$ cat src/rtl/uart_irq_pkg.sv
package uart_irq_pkg;

    typedef enum logic [3:0] {
        IID_NONE    = 4'b0001,
        IID_LINE    = 4'b0110,
        IID_RXDATA  = 4'b0100,
        IID_TIMEOUT = 4'b1100,
        IID_TXEMPTY = 4'b0010
    } iid_e;

    // Trigger threshold in characters for a 2-bit select.
    function automatic int trig_chars(input logic [1:0] sel, input int depth);
        case (sel)
            2'b00:   return 1;
            2'b01:   return 4;
            2'b10:   return 8;
            default: return depth - 2;
        endcase
    endfunction

endpackage

$ cat src/rtl/uirq_rx_level.sv
module uirq_rx_level #(
    parameter  int DEPTH = 16,
    localparam int CNT_W = $clog2(DEPTH + 1)
) (
    input  logic             clk,
    input  logic             rst_n,
    input  logic [CNT_W-1:0] rx_count,
    input  logic [1:0]       trig_sel,
    input  logic             fifo_en,
    input  logic             ie,
    input  logic             rx_timeout,
    output logic [CNT_W-1:0] trig,
    output logic             data_hit,
    output logic             tmo_hit,
    output logic             dr
);
    import uart_irq_pkg::*;

    typedef struct packed {
        logic dr;
    } st_t;

    st_t st_d, st_q;

    always_comb begin
        trig     = CNT_W'(trig_chars(trig_sel, DEPTH));
        data_hit = fifo_en && ie && (rx_count >= trig);
        tmo_hit  = fifo_en && ie && rx_timeout && (rx_count != '0);
        st_d     = st_q;
        st_d.dr  = (rx_count != '0);
    end

    always_ff @(posedge clk) begin
        if (!rst_n) st_q <= '0;
        else        st_q <= st_d;
    end

    assign dr = st_q.dr;

    // status reflects the previous cycle's occupancy
    a_r6_dr_follows: assert property (@(posedge clk) disable iff (!rst_n)
        (rx_count == '0) |=> !dr);

endmodule

$ cat src/rtl/uirq_line_latch.sv
module uirq_line_latch (
    input  logic       clk,
    input  logic       rst_n,
    input  logic [3:0] line_err,
    input  logic       lsr_rd,
    output logic       ls_pend
);
    typedef struct packed {
        logic pend;
    } st_t;

    st_t st_d, st_q;

    always_comb begin
        st_d      = st_q;
        st_d.pend = (|line_err) || (st_q.pend && !lsr_rd);
    end

    always_ff @(posedge clk) begin
        if (!rst_n) st_q <= '0;
        else        st_q <= st_d;
    end

    assign ls_pend = st_q.pend;

    a_r4_err_sets: assert property (@(posedge clk) disable iff (!rst_n)
        (|line_err) |=> ls_pend);

    a_r4_read_clears: assert property (@(posedge clk) disable iff (!rst_n)
        (lsr_rd && !(|line_err)) |=> !ls_pend);

endmodule

$ cat src/rtl/uirq_thre_track.sv
module uirq_thre_track (
    input  logic clk,
    input  logic rst_n,
    input  logic tx_empty,
    input  logic thr_wr,
    input  logic id_rd_clr,
    output logic thre_pend
);
    typedef struct packed {
        logic pend;
        logic prev;
    } st_t;

    st_t  st_d, st_q;
    logic rise;

    always_comb begin
        rise      = tx_empty && !st_q.prev;
        st_d      = st_q;
        st_d.prev = tx_empty;
        st_d.pend = ((st_q.pend && tx_empty) || rise) && !(thr_wr || id_rd_clr);
    end

    always_ff @(posedge clk) begin
        if (!rst_n) st_q <= '0;
        else        st_q <= st_d;
    end

    assign thre_pend = st_q.pend;

    a_r9_write_clears: assert property (@(posedge clk) disable iff (!rst_n)
        thr_wr |=> !thre_pend);

    a_r8_rise_sets: assert property (@(posedge clk) disable iff (!rst_n)
        (tx_empty && !st_q.prev && !thr_wr && !id_rd_clr) |=> thre_pend);

endmodule

$ cat src/rtl/uart_irq_ident.sv
module uart_irq_ident #(
    parameter  int FIFO_DEPTH = 16,
    localparam int CNT_W      = $clog2(FIFO_DEPTH + 1)
) (
    input  logic             clk,
    input  logic             rst_n,
    input  logic             rx_fifo_en,
    input  logic             tx_fifo_en,
    input  logic             ie_rx_data,
    input  logic             ie_line,
    input  logic             ie_tx_empty,
    input  logic [CNT_W-1:0] rx_count,
    input  logic [1:0]       trig_sel,
    input  logic [3:0]       line_err,
    input  logic             lsr_rd,
    input  logic             rx_timeout,
    input  logic             tx_empty,
    input  logic             iir_rd,
    input  logic             thr_wr,
    output logic             irq,
    output logic [3:0]       iir_id,
    output logic             data_ready
);
    import uart_irq_pkg::*;

    logic [CNT_W-1:0] trig;
    logic             data_hit, tmo_hit, ls_pend, thre_pend, id_rd_clr;
    iid_e             id_c;

    uirq_rx_level #(.DEPTH(FIFO_DEPTH)) u_rx (
        .clk(clk), .rst_n(rst_n), .rx_count(rx_count), .trig_sel(trig_sel),
        .fifo_en(rx_fifo_en), .ie(ie_rx_data), .rx_timeout(rx_timeout),
        .trig(trig), .data_hit(data_hit), .tmo_hit(tmo_hit), .dr(data_ready)
    );

    uirq_line_latch u_line (
        .clk(clk), .rst_n(rst_n), .line_err(line_err), .lsr_rd(lsr_rd),
        .ls_pend(ls_pend)
    );

    uirq_thre_track u_thre (
        .clk(clk), .rst_n(rst_n), .tx_empty(tx_empty), .thr_wr(thr_wr),
        .id_rd_clr(id_rd_clr), .thre_pend(thre_pend)
    );

    // Fixed priority selection of the identification code.
    always_comb begin
        if (ls_pend && ie_line)                          id_c = IID_LINE;
        else if (data_hit)                               id_c = IID_RXDATA;
        else if (tmo_hit)                                id_c = IID_TIMEOUT;
        else if (thre_pend && tx_fifo_en && ie_tx_empty) id_c = IID_TXEMPTY;
        else                                             id_c = IID_NONE;
    end

    assign id_rd_clr = iir_rd && (id_c == IID_TXEMPTY);
    assign iir_id    = id_c;
    assign irq       = (id_c != IID_NONE);

    a_r5_line_wins: assert property (@(posedge clk) disable iff (!rst_n)
        (ls_pend && ie_line) |-> (iir_id == IID_LINE));

    a_r3_below_trigger: assert property (@(posedge clk) disable iff (!rst_n)
        (rx_count < trig) |-> (iir_id != IID_RXDATA));

    a_r10_tx_gated: assert property (@(posedge clk) disable iff (!rst_n)
        !ie_tx_empty |-> (iir_id != IID_TXEMPTY));

endmodule

$ cat config.mk
export PLATFORM = sky130hd
export DESIGN_NAME = uart_irq_ident
export DESIGN_NICKNAME = d
export VERILOG_FILES = /design/src/rtl/uart_irq_pkg.sv /design/src/rtl/uirq_rx_level.sv /design/src/rtl/uirq_line_latch.sv /design/src/rtl/uirq_thre_track.sv /design/src/rtl/uart_irq_ident.sv
export SDC_FILE = /design/constraint.sdc
export NUM_CORES = 1
export LEC_CHECK = 0
export ABC_AREA = 0
export BUFFER_PORTS_ARGS = -buffer_cell sky130_fd_sc_hd__buf_2
export CAP_MARGIN = 40
export CORE_AREA = 2 2 39 41
export CTS_CLUSTER_SIZE = 12
export DETAILED_ROUTE_END_ITERATION = 8
export DIE_AREA = 0 0 41 43
export PLACE_DENSITY = 0.62
export SYNTH_ARGS = -nofsm -noshare
export SYNTH_HDL_FRONTEND = slang
export SYNTH_SLANG_ARGS = --single-unit
$ cat constraint.sdc
create_clock -name clk -period 1.05 [get_ports clk]
set_input_delay 0 -clock clk [delete_from_list [all_inputs] [get_ports clk]]
set_output_delay 0 -clock clk [all_outputs]
set_load 0.05 [all_outputs]
Word level (Yosys, flattened, before mapping):

Cells that the tools add are included.

* bits in registers: 4
* bits of input ports: 23
* logic and storage cells: 35

* $lt $le $gt $ge: 1
* eq/ne operators: 4
* muxes and demuxes: 5
* reductions and logical operators: 21

Operators by type and width (count)
* logical AND 1 bit: 12
* 2-to-1 mux 4 bit: 3
* one-hot mux 4 bit (3 select lines): 1
* >= comparator 5 x 4 -> 1 bit: 1
* nonzero test 5 bit: 1
* == test 4 x 2 -> 1 bit (second input constant): 1
* != test 4 x 1 -> 1 bit (second input constant): 1
* OR reduction 4 bit: 1
* zero test 1 bit: 3
* logical OR 1 bit: 3
* == test 2 x 1 -> 1 bit (second input constant): 1
* == test 2 bit (second input constant): 1
* zero test 2 bit: 1
* 2-to-1 mux 2 bit: 1

Logic depth before layout (Yosys ltp):

Gate-level depths: netlist of the first run.

* depth after elaboration: 11
* depth in mapped cells: 6
* depth with buffers taken out: 6

Hierarchy:

Synthesis of the first run repeated with hierarchy kept, for this count alone.

* cells, all modules: 45
* area total of the unflattened synthesis: 376.6 um^2

By module, submodules not included
* uirq_rx_level: instances 1, cells an instance 26, area an instance 177.7 um^2, sequential area each 20.0 um^2
* uirq_thre_track: instances 1, cells an instance 5, area an instance 86.3 um^2, sequential area each 40.0 um^2
* uart_irq_ident: instances 1, cells an instance 10, area an instance 66.3 um^2, sequential area each 0.0 um^2
* uirq_line_latch: instances 1, cells an instance 4, area an instance 46.3 um^2, sequential area each 20.0 um^2

Worst setup path before layout of the first run:

Ideal clock, no wire load.

* path type: input to output
* start point: in trig_sel[1]
* end point: out iir_id[3]
* arrival time: 1941 ps
* required time: 1050 ps
* path slack: -891 ps
* stages: 6
* path buffers: 0
* cells stage by stage: nor2_1 ha_1 nor2b_1 o21ai_2 a211o_1 nor3_1

* longest elaborated chain between the ends: 6
* elaborated cells between the ends (all ways): 8
* classes of those cells: order compare: 1; eq/ne: 2; mux: 3; reduce/logical: 2

Ends and longest elaborated chain
* start, declared: RTL line uart_irq_ident.sv:13 `input logic [1:0] trig_sel,`
* == test 2 bit (tied with other cells): RTL line uart_irq_pkg.sv:13 `case (sel)`
* one-hot mux 4 bit (3 select lines) (*): RTL line uart_irq_pkg.sv:13
* >= comparator 5 x 4 -> 1 bit (*): RTL line uirq_rx_level.sv:27 `data_hit = fifo_en && ie && (rx_count >= trig);`
* logical AND 1 bit (*): RTL line uirq_rx_level.sv:27
* 2-to-1 mux 4 bit (*): RTL line uart_irq_ident.sv:49 `else if (data_hit) id_c = IID_RXDATA;`
* 2-to-1 mux 4 bit (*): RTL line uart_irq_ident.sv:48 `if (ls_pend && ie_line) id_c = IID_LINE;`
* end, declared: RTL line uart_irq_ident.sv:21 `output logic [3:0] iir_id,`

Mark *: on every way between the ends. The rest lies on a longest branch, timed or not.

Worst setup path in the final report of the first run:

* start point: reg u_line.st_q, in the netlist u_line.ls_pend
* end point: out iir_id[3]

* longest elaborated chain between the ends: 2

Ends and longest elaborated chain
* start, declared: RTL line uirq_line_latch.sv:12 `st_t st_d, st_q;`
* start signal, assigned: RTL line uirq_line_latch.sv:21 `else st_q <= st_d;`
* logical AND 1 bit: RTL line uart_irq_ident.sv:48
* 2-to-1 mux 4 bit: RTL line uart_irq_ident.sv:48

No other way between the ends.

==> summary.md, run 1 <==
| Metric | Value |
|---|---|
| MaxCap Viol Count | 0 |
| XOR/XNOR share of the synthesized area | 0% |
| Synth Flop Type | dfxtp_1 |
| Detail Route met3 WL | 101 um |
| Crit-path leading delay family | simple AND/OR/NAND/NOR gates |
| Crit Path Category | flip-flop to primary output |
| Routed WL | 1.15 mm |
| Port Buffer Count | 28 |
| Ports | 29 |
| Clock Tree Buf Depth | 2 |
| Met2 WL | 584 um |
| Main combinational cell family by area after synthesis | simple AND/OR/NAND/NOR gates |
| Die Height | around 43 um |
| Post-route cell area | 855 sq um |
| Fin nets | 121 |
| Fmax | 797 MHz |
| Arr. time, crit path | 1.26 ns |
| Die width | slightly above 40 um |
| ANT nets after route | 0 |
| Final WS setup | -0.205 ns |
| Power per Cell Area | 835 mW/mm^2 |
| Most common cell after layout, fill and taps aside | buf_2 |
| Final Critical Period | 1.26 ns |
| VDD IR max | 0.733 mV |
| Final std cells w/o fill | 108 |
| First-pass DRT Iterations | 4 |
| GPL Wtd Cong | slightly above 0.7 |
| # setup viols final | 6 |
| Synthesized Nets | 76 |
| Period utilisation layout | 120% |
| Register area | a little over 80 sq um |
| Vias | 534 |
| Final-report hold violation count | 0 |
| Unique masters post-synth | 25 |
| Clock transition at the registers of the reported paths | around 0.040 ns |
| Worst path depth | 4 |
| Routed vias/inst | 4.94 |
| Area of the multi-input gates | between 400 and 500 sq um |
| Die ar. | about 0.0018 sq mm |
| Cell Area, Placed | 711 sq um |
| Yosys Warn Count | 0 |
| Final Util | 61.8% |
| CTS Buf Count | 3 |
| Dpl cells | 103 |
| Congestion Overflow GR | 0 |
| Worst-Skew Late Latency | 0.23 ns |
| Initial Util | between 20 and 30% |
| WP data required | about 1.1 ns |
| Mux cell area share after synthesis | 0% |
| Slew @ Worst Pin | 0.277 ns |
| Critical Path End Type | primary output |
| CP max-delay cell | dfxtp_1 |
| Wl on met1 | around 460 um |
| Pleak | 0.378 nW |
| Cells after Synth | 49 |
| Hold depth | 2 |
| WHS | ~0.018 ns |
| Leading area contributor after synthesis | dfxtp_1 |
| Vias in the first global route | between 400 and 500 |
| Max transition margin | slightly above 80% |
| Global-route wire length before repair | about 1.8 mm |
| FFs w/ async S/R, synth | 0% |
| Post-detail-place hpwl | 940 um |
| Area Overhead vs Synth | 122% |
| FP Rows | 14 |
| Top post-synthesis cells by area | dfxtp_1, ha_1, o41ai_4 |
| Clock Skew | ~0.00043 ns |
| Fill cells | 125 |
| Failing checks | negative setup slack |
| Worst Reg-to-Reg Cells | 4 |
| Simple-gate share of the synthesized area | between 30% and 40% |
| Top cell type's share of synthesized area | 20.8% |
| Post-synth EDFFs | 0 |
| Pin count of the biggest net entering global routing | 6 |
| Antenna cell count | 0 |
| GRT Util Overall | 15.2% |
| DRC Markers | 0 |
| Outcome | complete, but fails checks |
| Root buffer cell | clkbuf_4 |
| Unrepaired setup endpoints after global routing | true |
| Register area share after synthesis | around a fifth |
| CP Buf/Inv Count | 1 |
| Antenna violations before repair | 0 |
| Compound-Gate Fraction of Synth Area | 30.5% |
| Worst-path fanout max | 5 |
| Worst path cell trace | nand2_1 > nand4_1 > nor3_4 > buf_6 |
| Syn avg cell area | 7.86 sq um |
| Commonest non-fill, non-tap cells in the layout | buf_2, buf_4, buf_6 |
| CTS Sinks | 4 |
| Min-Delay Path Class | input port to flip-flop |
| TritonCTS clock tree | built |
| CTS H-tree depth | 1 |
| Max incr delay on CP | 0.31 ns |
| Cell Area, Synth | 385 sq um |
| Top Metal Used | met3 |
| Initial DRC count | 8 |
| Synth Register Bits | 4 |
| Average wire per standard cell | 10.7 um |
| Slew Viols, Final | 0 |
| Share of layout cells above drive strength 1 | 65.2% |
| Core box area | 0.00138 sq mm |
| Post-synthesis adder-cell area fraction | 13.0% |
| Startpoint types | flip-flop |
[registers in the layout, indices dropped and copies added (netlist names)]
register          count
u_thre.st_q           1
u_thre.thre_pend      1
u_line.ls_pend        1
u_rx.dr               1
[kinds of logic (layout without fill, tap and decap cells)]
| group | count (synthesis) | after routing |
|---|---|---|
| adders and majority gates | 4 | 4 |
| buffers and inverters | 4 | 47 |
| AOI/OAI and AO/OA | 13 | 13 |
| DFF | 4 | 4 |
| and+or+nand+nor | 24 | 24 |
[Yosys cell counts (2+ instances only)]
cell type,n
ha_1,4
nand2_1,6
o21ai_1,2
nand3_1,4
nor2_1,4
a21oi_1,3
inv_1,4
dfxtp_1,4
nor2b_1,2
[power by group]
| group | switching [W] | total (W) | internal [W] |
|---|---|---|---|
| clock network | 0.0000606 | 0.000188 | 0.000128 |
| registers | 0.00000391 | 0.000165 | 0.000161 |
| logic | 0.000186 | 0.000360 | 0.000174 |
[path summary, 6_finish.rpt]
kind                          startpoint                          end  slack [ns]
min reg2reg    u_line.ls_pend$_SDFF_PN0_    u_line.ls_pend$_SDFF_PN0_        0.49
min                                rst_n           u_rx.dr$_SDFF_PN0_        0.02
max            u_line.ls_pend$_SDFF_PN0_                    iir_id[3]       -0.21
max reg2reg  u_thre.thre_pend$_SDFF_PN0_  u_thre.thre_pend$_SDFF_PN0_       -0.01
[through the flow]
stage	total power (W)	setup slack, ns	setup TNS [ns]
after global routing	0.000765	-0.293	-1.39
after CTS	0.000711	-0.245	-1.14
after global placement	0.000458	-0.489	-2.54
after detailed placement	0.000462	-0.492	-2.61
final	0.000714	-0.205	-1.01
after floorplan	0.000329	-0.360	-1.04
[per-layer routing]
layer  global-route usage (%)  vias up
li1                         -      269
met1                     17.4      245
met2                     23.8       20
met3                     6.28        0
met4                     6.00        0
met5                        0        -
[final cells by class]
class	instances	area share, %
Multi-Input combinational cell	41	48.2
Timing Repair Buffer	40	35.3
Sequential cell	4	9.52
Clock buffer	3	2.64
Tap cell	16	2.34
Inverter	4	2.05
[worst register-to-register path: stages, from the launching register on]
cell	delay (ns)
dfxtp_2	0.34
and4_1	0.22
nand3_2	0.10
a2111oi_4	0.21
nor2_1	0.08
[repair_timing]
item	in CTS	in global routing
endpoints found under the hold margin	1	0
setup buffers	0	1
setup endpoints to repair	6	6
gates resized for setup	22	4
pin swaps	7	6
hold buffers	1	0
Note: power is estimated with default switching activity, not from simulation.
==> inputs of run 2 (changes only) <==
RECOVER_POWER = 100   (was not set)
==> run 2 against run 1 <==
The run still ends with negative setup slack left. Final cell count stayed put. Global-route usage unchanged. Clock skew barely moved. Via count did not move. Combinational power is essentially flat. Clock-buffer cell count did not move. Sequential share of layout area is essentially flat. Utilization shrank 0.27 points. Die area is the same. Hold slack is essentially flat. Critical endpoint unchanged.
==> summary.md, run 2 (synthesis gave the netlist of run 1 again) <==
| Metric | Value |
|---|---|
| Area Overhead vs Synth | 121% |
| Period utilisation layout | 120% |
| Die ar. | 0.00176 sq mm |
| Clock Tree Buf Depth | 2 |
| CTS Buf Count | 3 |
| Antenna cell count | 0 |
| Final Critical Period | approximately 1.3 ns |
| Post-route cell area | 851 sq um |
| Commonest non-fill, non-tap cells in the layout | buf_2, buf_4, buf_6 |
| Unrepaired setup endpoints after global routing | true |
| DRC Markers | 0 |
| Crit-path leading delay family | simple AND/OR/NAND/NOR gates |
| Pin count of the biggest net entering global routing | 6 |
| Core box area | 0.00138 sq mm |
| Comb power frac | 50.1% |
| Worst-path fanout max | 5 |
| Failing checks | negative setup slack |
| Share of power burned in registers | 23.2% |
| Port Buffer Count | 28 |
| Worst-Skew Late Latency | around 0.23 ns |
| GPL Wtd Cong | a little over 0.7 |
| Total power | a little over 0.0007 W |
| Ports | 29 |
| Fmax | just under 800 MHz |
| Cell Area, Placed | 711 sq um |
| Arr. time, crit path | between 1 and 1.5 ns |
| FP Rows | 14 |
| Critical Path End Type | primary output |
| CTS H-tree depth | 1 |
| WP data required | 1.05 ns |
| Clock Skew | between 0.0007 and 0.0008 ns |
| Most common cell after layout, fill and taps aside | buf_2 |
| Detail Route met3 WL | 105 um |
| Post-detail-place hpwl | ~940 um |
| Initial DRC count | 7 |
| Clock share of power | 26.6% |
| First-pass DRT Iterations | 2 |
| Cell-internal power | 0.000461 W |
| Fin nets | 121 |
| Antenna violations before repair | 0 |
| Net Sw Power | approximately 0.00025 W |
| Final WS setup | -0.207 ns |
| Congestion Overflow GR | 0 |
| ANT nets after route | 0 |
| Startpoint types | flip-flop |
| Placement-stage worst setup slack | -0.492 ns |
| Die width | 41 um |
| Die Height | 43 um |
| Power per Cell Area | 837 mW/mm^2 |
| Clock transition at the registers of the reported paths | 0.04 ns |
| Fill cells | 127 |
| Vias in the first global route | between 400 and 500 |
| CP max-delay cell | dfxtp_1 |
| MaxCap Viol Count | 0 |
| Root buffer cell | clkbuf_4 |
| Final-report hold violation count | 0 |
| Wl on met1 | around 450 um |
| Slew @ Worst Pin | about 0.28 ns |
| Crit Path Category | flip-flop to primary output |
| TritonCTS clock tree | built |
| Initial Util | approximately 28% |
| CP Buf/Inv Count | 1 |
| CTS Sinks | 4 |
| # setup viols final | 6 |
| Slew Viols, Final | 0 |
| Switching Share | 35.3% |
| Max transition margin | 81.5% |
| Top Metal Used | met3 |
| Share of layout cells above drive strength 1 | 64.1% |
| VDD IR max | 0.737 mV |
| Outcome | complete, but fails checks |
| Vias | 534 |
| Min-Delay Path Class | input port to flip-flop |
| Routed vias/inst | 4.94 |
| Routed WL | between 1 and 1.5 mm |
| Average wire per standard cell | approximately 11 um |
| Met2 WL | 588 um |
| Global-route wire length before repair | ~1.8 mm |
| Max incr delay on CP | ~0.31 ns |
| GRT Util Overall | 15.2% |
| Worst path cell trace | nand2_1 > nand4_1 > nor3_4 > buf_6 |
| Pleak | 0.373 nW |
[run 2: changes by cell type in the layout (fill, tap and decap cells not counted)]
cell,previous run,this run
buf_2,21,20
and2_1,1,0
clkbuf_2,0,1
buf_4,10,9
a21boi_0,0,1
clkbuf_1,0,1
a21boi_1,2,1
and2_0,0,1
[run 2: layout make-up]
class                           instances  area, sq um  share of cell area [%]
Clock buffer                            3         22.5                    2.65
Inverter                                4         17.5                    2.06
Multi-Input combinational cell         41          412                    48.4
Sequential cell                         4         81.3                    9.56
Tap cell                               16         20.0                    2.35
Timing Repair Buffer                   40          298                    35.0
[run 2: final timing paths]
| kind | cells past startpoint | to | slack [ns] | start |
|---|---|---|---|---|
| setup / recovery | 4 | iir_id[3] | -0.21 | u_line.ls_pend$_SDFF_PN0_ |
| hold / removal | 2 | u_rx.dr$_SDFF_PN0_ | 0.02 | rst_n |
| setup reg to reg | 4 | u_thre.thre_pend$_SDFF_PN0_ | -0.02 | u_thre.thre_pend$_SDFF_PN0_ |
| hold reg to reg | 2 | u_line.ls_pend$_SDFF_PN0_ | 0.51 | u_line.ls_pend$_SDFF_PN0_ |
[run 2: per-stage QoR]
stage / utilization [%] / setup TNS [ns] / hold slack, ns / instances
2_1_floorplan: - / -1.04 / 0.128 / 49
3_3_place_gp: 51.4 / -2.54 / 0.234 / 103
6_report: 61.5 / -1.02 / 0.0178 / 108
5_1_grt: 61.5 / -1.39 / 0.0199 / 108
4_1_cts: 60.0 / -1.14 / 0.00788 / 107
3_5_place_dp: 51.4 / -2.61 / 0.233 / 103
[run 2: power groups by stage]
stage          Combinational, W  Clock (W)  Sequential, W
6_report               0.000357   0.000190       0.000166
3_5_place_dp           0.000295          0       0.000167
2_1_floorplan          0.000155          0       0.000174
5_1_grt                0.000383   0.000213       0.000166
4_1_cts                0.000345   0.000200       0.000165
3_3_place_gp           0.000290          0       0.000167
[run 2: repair_timing]
item                                    4_1_cts  5_1_grt
resized for setup                            22        4
gates cloned                                  0        0
hold endpoints to repair                      1        0
endpoints found under the setup margin        6        6
hold buffers                                  1        0
setup buffers                                 0        1
pin swaps                                     7        6
[run 2: metal layers]
layer / GRT usage, % / vias to the layer above
li1: - / 268
met3: 6.28 / 0
met2: 23.8 / 22
met5: 0 / -
met1: 17.4 / 244
met4: 6.00 / 0
